`src/rtl/lin_fault_pkg.sv`:
```
`timescale 1ns/1ps
package lin_fault_pkg;

  localparam int FAULT_W = 13;
  localparam logic [7:0] SYNC_BYTE = 8'h55;

  // Corruption flags, MSB first
  typedef struct packed {
    logic sum_stop_low;
    logic sum_flip;
    logic data_stop_low;
    logic pid_stop_low;
    logic par_flip;
    logic sync_stop_low;
    logic sync_zero;
  } flt_bits_t;

  typedef struct packed {
    flt_bits_t  bits;
    logic [4:0] chan;
    logic       arm;
  } fault_t;

  typedef enum logic [2:0] {
    PH_IDLE, PH_ARM, PH_BRK, PH_SYNC, PH_PID, PH_DATA, PH_SUM
  } phase_t;

endpackage

```
`src/rtl/lin_fault_baud.sv`:
```
`timescale 1ns/1ps
module lin_fault_baud #(
  parameter int CLKS_PER_BIT = 4
) (
  input  logic clk,
  input  logic rst,
  input  logic clr,
  input  logic en,
  output logic tick
);
  localparam int CW = (CLKS_PER_BIT > 1) ? $clog2(CLKS_PER_BIT) : 1;

  logic [CW-1:0] cnt;

  assign tick = en && (cnt == CW'(CLKS_PER_BIT - 1));

  always_ff @(posedge clk) begin
    if (rst || clr)
      cnt <= '0;
    else if (en)
      cnt <= tick ? '0 : cnt + CW'(1);
  end
endmodule

```
`src/rtl/lin_fault_pid.sv`:
```
`timescale 1ns/1ps
module lin_fault_pid (
  input  logic [5:0] id,
  input  logic       flip,
  output logic [7:0] pid
);
  logic p0, p1;

  always_comb begin
    p0  = id[0] ^ id[1] ^ id[2] ^ id[4];
    p1  = ~(id[1] ^ id[3] ^ id[4] ^ id[5]) ^ flip;
    pid = {p1, p0, id};
  end
endmodule

```
`src/rtl/lin_fault_csum.sv`:
```
`timescale 1ns/1ps
module lin_fault_csum (
  input  logic       clk,
  input  logic       rst,
  input  logic       clr,
  input  logic       add,
  input  logic [7:0] din,
  output logic [7:0] sum_inv
);
  logic [7:0] acc;
  logic [8:0] wide;

  assign wide    = {1'b0, acc} + {1'b0, din};
  assign sum_inv = ~acc;

  always_ff @(posedge clk) begin
    if (rst || clr)
      acc <= '0;
    else if (add)
      acc <= wide[7:0] + {7'd0, wide[8]};
  end
endmodule

```
`src/rtl/lin_fault_tx.sv`:
```
`timescale 1ns/1ps
module lin_fault_tx
  import lin_fault_pkg::*;
#(
  parameter int         CLKS_PER_BIT = 4,
  parameter int         BREAK_BITS   = 13,
  parameter int         MAX_BYTES    = 8,
  parameter logic [4:0] CHANNEL      = 5'd3,
  localparam int        CNT_W        = $clog2(MAX_BYTES + 1)
) (
  input  logic                   clk,
  input  logic                   rst,
  input  logic                   start,
  input  logic [5:0]             ident,
  input  logic [MAX_BYTES*8-1:0] data_in,
  input  logic [CNT_W-1:0]       byte_cnt,
  input  logic                   uart_mode,
  input  logic                   enh_sum,
  input  logic [FAULT_W-1:0]     fault_ctl,
  output logic                   txd,
  output logic                   done,
  output logic                   busy
);
  localparam int W  = (BREAK_BITS + 1 > 11) ? BREAK_BITS + 1 : 11;
  localparam int LW = $clog2(W + 1);

  phase_t                 phase, nxt;
  logic [W-1:0]           sh, chr;
  logic [LW-1:0]          left, len;
  logic [CNT_W-1:0]       idx, nb;
  logic [MAX_BYTES*8-1:0] dat_q;
  logic [5:0]             id_q;
  logic                   uart_q, enh_q;
  flt_bits_t              flt_q;
  logic                   txd_q, done_q, busy_q;

  fault_t     fw;
  logic       hit, tick, step, adv, fin, c_add, data_sel, par;
  logic [7:0] pid, byte_at, c_din, sum_inv, sync_v;

  assign fw      = fault_t'(fault_ctl);
  assign hit     = fw.arm && (fw.chan == CHANNEL);
  assign byte_at = dat_q[idx*8 +: 8];
  assign par     = (^byte_at) ^ flt_q.par_flip;
  assign sync_v  = flt_q.sync_zero ? 8'h00 : SYNC_BYTE;
  assign step    = tick || (phase == PH_ARM);
  assign adv     = (phase == PH_ARM) || (tick && left == LW'(1));

  lin_fault_baud #(.CLKS_PER_BIT(CLKS_PER_BIT)) u_baud (
    .clk(clk), .rst(rst), .clr(phase == PH_ARM), .en(busy_q), .tick(tick)
  );

  lin_fault_pid u_pid (
    .id(id_q), .flip(flt_q.par_flip && !uart_q), .pid(pid)
  );

  lin_fault_csum u_sum (
    .clk(clk), .rst(rst), .clr(phase == PH_IDLE), .add(adv && c_add),
    .din(c_din), .sum_inv(sum_inv)
  );

  // Next character selection
  always_comb begin
    nxt      = PH_IDLE;
    fin      = 1'b0;
    chr      = '0;
    len      = LW'(10);
    c_add    = 1'b0;
    c_din    = byte_at;
    data_sel = 1'b0;
    case (phase)
      PH_ARM: begin
        if (uart_q) data_sel = 1'b1;
        else begin
          nxt = PH_BRK;
          chr = W'({1'b1, {BREAK_BITS{1'b0}}});
          len = LW'(BREAK_BITS + 1);
        end
      end
      PH_BRK: begin
        nxt = PH_SYNC;
        chr = W'({~flt_q.sync_stop_low, sync_v, 1'b0});
      end
      PH_SYNC: begin
        nxt   = PH_PID;
        chr   = W'({~flt_q.pid_stop_low, pid, 1'b0});
        c_add = enh_q;
        c_din = pid;
      end
      PH_PID, PH_DATA: begin
        if (idx < nb) data_sel = 1'b1;
        else if (uart_q || phase == PH_PID) fin = 1'b1;
        else begin
          nxt = PH_SUM;
          chr = W'({~flt_q.sum_stop_low, sum_inv ^ {8{flt_q.sum_flip}}, 1'b0});
        end
      end
      default: fin = 1'b1;
    endcase
    if (data_sel) begin
      nxt   = PH_DATA;
      c_add = 1'b1;
      if (uart_q) begin
        chr = W'({~flt_q.data_stop_low, par, byte_at, 1'b0});
        len = LW'(11);
      end else begin
        chr = W'({~flt_q.data_stop_low, byte_at, 1'b0});
      end
    end
  end

  always_ff @(posedge clk) begin
    if (rst) begin
      phase  <= PH_IDLE;
      sh     <= '0;
      left   <= '0;
      idx    <= '0;
      nb     <= '0;
      dat_q  <= '0;
      id_q   <= '0;
      uart_q <= 1'b0;
      enh_q  <= 1'b0;
      flt_q  <= '0;
      txd_q  <= 1'b1;
      done_q <= 1'b0;
      busy_q <= 1'b0;
    end else begin
      done_q <= 1'b0;
      if (phase == PH_IDLE) begin
        if (start) begin
          if (uart_mode && byte_cnt == '0) begin
            done_q <= 1'b1;
          end else begin
            phase  <= PH_ARM;
            busy_q <= 1'b1;
            idx    <= '0;
            nb     <= (byte_cnt > CNT_W'(MAX_BYTES)) ? CNT_W'(MAX_BYTES) : byte_cnt;
            dat_q  <= data_in;
            id_q   <= ident;
            uart_q <= uart_mode;
            enh_q  <= enh_sum;
            flt_q  <= hit ? fw.bits : '0;
          end
        end
      end else if (adv) begin
        if (fin) begin
          phase  <= PH_IDLE;
          busy_q <= 1'b0;
          done_q <= 1'b1;
          txd_q  <= 1'b1;
        end else begin
          phase <= nxt;
          txd_q <= chr[0];
          sh    <= chr >> 1;
          left  <= len;
          if (nxt == PH_DATA) idx <= idx + CNT_W'(1);
        end
      end else if (tick) begin
        txd_q <= sh[0];
        sh    <= sh >> 1;
        left  <= left - LW'(1);
      end
    end
  end

  assign txd  = txd_q;
  assign done = done_q;
  assign busy = busy_q;
endmodule

```
`config.mk`:
```
export PLATFORM = sky130hd
export DESIGN_NAME = lin_fault_tx
export DESIGN_NICKNAME = d
export VERILOG_FILES = /design/src/rtl/lin_fault_pkg.sv /design/src/rtl/lin_fault_baud.sv /design/src/rtl/lin_fault_pid.sv /design/src/rtl/lin_fault_csum.sv /design/src/rtl/lin_fault_tx.sv
export SDC_FILE = /design/constraint.sdc
export NUM_CORES = 1
export LEC_CHECK = 0
export ABC_CLOCK_PERIOD_IN_PS = 3400
export CAP_MARGIN = 25
export CORE_MARGIN = 8
export CORE_UTILIZATION = 51
export CTS_BUF_LIST = sky130_fd_sc_hd__clkbuf_4
export CTS_CLUSTER_DIAMETER = 80
export DETAILED_ROUTE_END_ITERATION = 12
export PLACE_DENSITY = 0.79
export SETUP_SLACK_MARGIN = 0.2
export SLEW_MARGIN = 20
export SYNTH_ARGS = -nofsm -noshare
export SYNTH_HDL_FRONTEND = slang
export SYNTH_SLANG_ARGS = --single-unit
export TNS_END_PERCENT = 10
```
`constraint.sdc`:
```
create_clock -name clk -period 3.4 [get_ports clk]
set_clock_uncertainty 0.05 [all_clocks]
set_input_delay 0.85 -clock clk [delete_from_list [all_inputs] [get_ports clk]]
set_output_delay 0.85 -clock clk [all_outputs]
set_load 0.01 [all_outputs]
```
==> summary.md, run 1 <==
| Metric | Value |
|---|---|
| Num CTS Buffers | `17` |
| Initial DRC Count | `about 460` |
| Final core utilization | `0.6566` |
| Antenna-violating nets left | `0` |
| Crit. End Element | `flip-flop` |
| Worst Path Max Fanout | `8` |
| Number of global-route vias before repair | `about 5500` |
| Relative slew slack | `0.4643` |
| Setup TNS | `-0.8452 ns` |
| Sequential fraction of the synthesis area | `0.3887` |
| Total core area | `~12000 um^2` |
| N_diodes | `0` |
| Vias per Instance | `approximately 5.6` |
| Core Rows | `40` |
| Slew Limit Fails | `0` |
| Drt first pass iters | `5` |
| Max stage delay on crit path | `approximately 0.54 ns` |
| Reg clk slew, reported paths | `~0.11 ns` |
| Routed wire per std cell | `16.68 um` |
| Most frequent CP cell | `ha_1` |
| Root buffer cell | `clkbuf_4` |
| # IOs | `95` |
| Routed WL | `around 17000 um` |
| Gpl congestion | `about 0.93` |
| Fin crit period | `between 3 and 4 ns` |
| WS Path Type | `reg -> reg` |
| Number of enable flip-flop cells after synthesis | `0` |
| Cell family with most CP delay | `multiplexers` |
| Netlist cell types | `64` |
| Initial antenna violation count | `0` |
| CP required | `~3.8 ns` |
| Leakage | `3.006 nW` |
| Arr. time, crit path | `4.07 ns` |
| Area growth, synth to finish | `26.54%` |
| Fraction of layout cells with a size suffix above 1 | `0.1494` |
| Actual slew at the worst max-slew pin | `about 0.80 ns` |
| CP max stage cell | `mux4_2` |
| Global-route wire length before repair | `roughly 27000 um` |
| Filler cells | `979` |
| Commonest non-fill, non-tap cell in the layout | `nand2_1` |
| Buffers & Inverters on Critical Path | `2` |
| I/O Buffers | `94` |
| Most frequent cells in the layout | `171 x nand2_1, 119 x dfxtp_1, 111 x a21oi_1` |
| Syn_nets | `840` |
| Gr usage total | `0.2092` |
| CP Cell Sequence | `buf_6 -> mux4_2 -> mux2i_1 -> nor2_1 -> mux2_2 -> ha_1 -> inv_1 -> o21bai_1 -> a31oi_1 -> nor2b_1 -> o21ai_1 -> nand2b_1 -> ha_1 -> nand2_2 -> nor4_4 -> xor3_1 -> a211oi_2` |
| Cells after Synth | `roughly 730` |
| Congestion Overflow GR | `0` |
| RSZ-0062 raised after global routing | `yes` |
| Finished Layout Cells | `approximately 1000` |
| CTS Hold Bufs | `0` |
| Setup WS post-layout | `-0.2515 ns` |
| CP Launch Type | `flip-flop` |
| Failing checks | `setup timing` |
| Residual DRC | `0` |
| RR Startpoint | `idx[0]$_SDFFE_PP0P_` |
| Syn Std Cell Area | `about 6200 um^2` |
| Die X | `around 130 um` |
| Max VDD drop | `0.2614 mV` |
| YS warnings | `0` |
| Clk buf depth | `2` |
| PwrDens | `444.2 nW/um^2` |
| CTS tree | `done` |
| Final-report hold violation count | `0` |
| Worst setup path start | `idx[0]$_SDFFE_PP0P_` |
| Clock insertion delay at the later pin of the skew report | `0.56 ns` |
| Leading area contributor after synthesis | `dfxtp_1` |
| Seq cells post-synth | `120` |
| Worst min-delay path startpoint | `sh[5]$_SDFFE_PP0P_` |
| Pin count of the biggest net entering global routing | `a little over 80` |
| Clock tree sinks | `120` |
| Ys async rst share | `0` |
| Max Cap Viol | `0` |
| Hold Crit Class | `reg -> reg` |
| Crit share post-route | `1.074` |
| Syn Area/Cell | `between 8 and 9 um^2` |
| H-tree Lvls | `4` |
| Main synth FF type | `dfxtp_1` |
| Initial Util | `0.5189` |
| Die ar. | `roughly 16000 um^2` |
| Nets | `approximately 950` |
| Top cells by area, synth | `dfxtp_1 39%, nand2_1 10%, a21oi_1 9.1%, mux4_2 4.7%, ha_1 3.8%` |
| DP HPWL | `about 13000 um` |
| Fmax | `about 270 MHz` |
| Final setup fails | `6` |
| Via count | `around 5600` |
| Dpl cells | `around 960` |
| Hold slack final | `0.4107 ns` |
| Die Span Y | `126.1 um` |
| Outcome | `complete, but fails checks` |
| Top-area cell type share of the netlist area | `0.3887` |
synth_stat cells (all sizes together), types with 5 or more instances:
cell type	number
a22oi	5
a221o	5
inv	17
nand3b	5
mux2	8
nand2	172
a21o	5
a22o	10
xor2	14
a211oi	9
mux4	16
a21oi	114
xnor2	24
o21ai	16
o211ai	5
nor2	49
buf	17
mux2i	13
dfxtp	120
clkbuf	29
ha	19
nor3	8
where the power goes:
| group | switching, mW | leakage (nW) | internal [mW] |
|---|---|---|---|
| logic | 0.448 | 1.87 | 0.411 |
| registers | 0.0811 | 0.981 | 1.51 |
| clock network | 0.571 | 0.154 | 0.448 |
flip-flops by register name (all words and copies together), names as in the netlist, 2 cells and up:
register    flops
nb              4
sh             13
id_q            6
left            4
flt_q           7
idx             4
u_baud.cnt      2
dat_q          64
u_sum.acc       8
phase           3
final cells by class:
| cell class | count | area, um^2 | area share |
|---|---|---|---|
| timing repair buffer | 136 | 1303 | 0.1665 |
| clock buffer | 18 | 135.1 | 0.01728 |
| sequential | 120 | 2406 | 0.3076 |
| clock inverter | 14 | 151.4 | 0.01936 |
| inverter | 17 | 63.81 | 0.008159 |
| tap | 147 | 183.9 | 0.02352 |
| multi-input combinational | 545 | 3578 | 0.4575 |
layer usage:
layer	share of wire	track usage	vias up
li1	-	-	2745
met2	0.50	0.3569	174
met5	0	0	-
met1	0.42	0.2426	2612
met3	0.064	0.05738	30
met4	0.022	0.08705	0
kinds of logic after synthesis:
logic type / synth area share
and+or+nand+nor: 0.1802
AOI/OAI and AO/OA: 0.1854
DFF: 0.3887
buffers and inverters: 0.04939
xor gates and xnor gates: 0.05891
muxes: 0.09575
adders and majority gates: 0.04170
through the flow:
| step | area (um^2) | worst slack, ns | total power [mW] |
|---|---|---|---|
| floorplan | 6250 | -0.1527 | 2.160 |
| global placement | 7478 | -0.2210 | 2.439 |
| detailed placement | 7478 | -0.3143 | 2.469 |
| CTS | 7792 | -0.2293 | 3.483 |
| global route | 7821 | -0.4710 | 3.641 |
| finish | 7821 | -0.2515 | 3.474 |
worst reg2reg max path: stages, from the launching register on:
cell	delay [ns]
dfxtp_4	0.41
buf_6	0.14
mux4_2	0.54
mux2i_1	0.15
nor2_1	0.07
mux2_2	0.27
ha_1	0.29
inv_1	0.05
o21bai_1	0.18
a31oi_1	0.13
nor2b_1	0.13
o21ai_1	0.06
nand2b_1	0.10
ha_1	0.17
nand2_2	0.08
nor4_4	0.27
xor3_1	0.27
a211oi_2	0.21
worst paths after layout:
path,end,slack (ns),depth (start not counted)
max,u_sum.acc[7]$_SDFFE_PP0P_,-0.25,17
min,sh[5]$_SDFFE_PP0P_,0.41,2
max reg2reg,u_sum.acc[7]$_SDFFE_PP0P_,-0.25,17
min reg2reg,sh[5]$_SDFFE_PP0P_,0.41,2
what timing repair did:
item / CTS / global route
pin swaps: 4 / 3
endpoints found under the setup margin: 8 / 8
buffers inserted: 1 / 0
gates resized for setup: 6 / 7
gates cloned: 0 / 0
hold endpoints to repair: 0 / 0
No activity file was read; power rests on OpenSTA's default activity.
==> run 2: changes to the inputs <==
SLEW_MARGIN = default   (was 20)
==> results of run 2 <==
No change in the layout: final DEF, timing and power equal those of run 1.
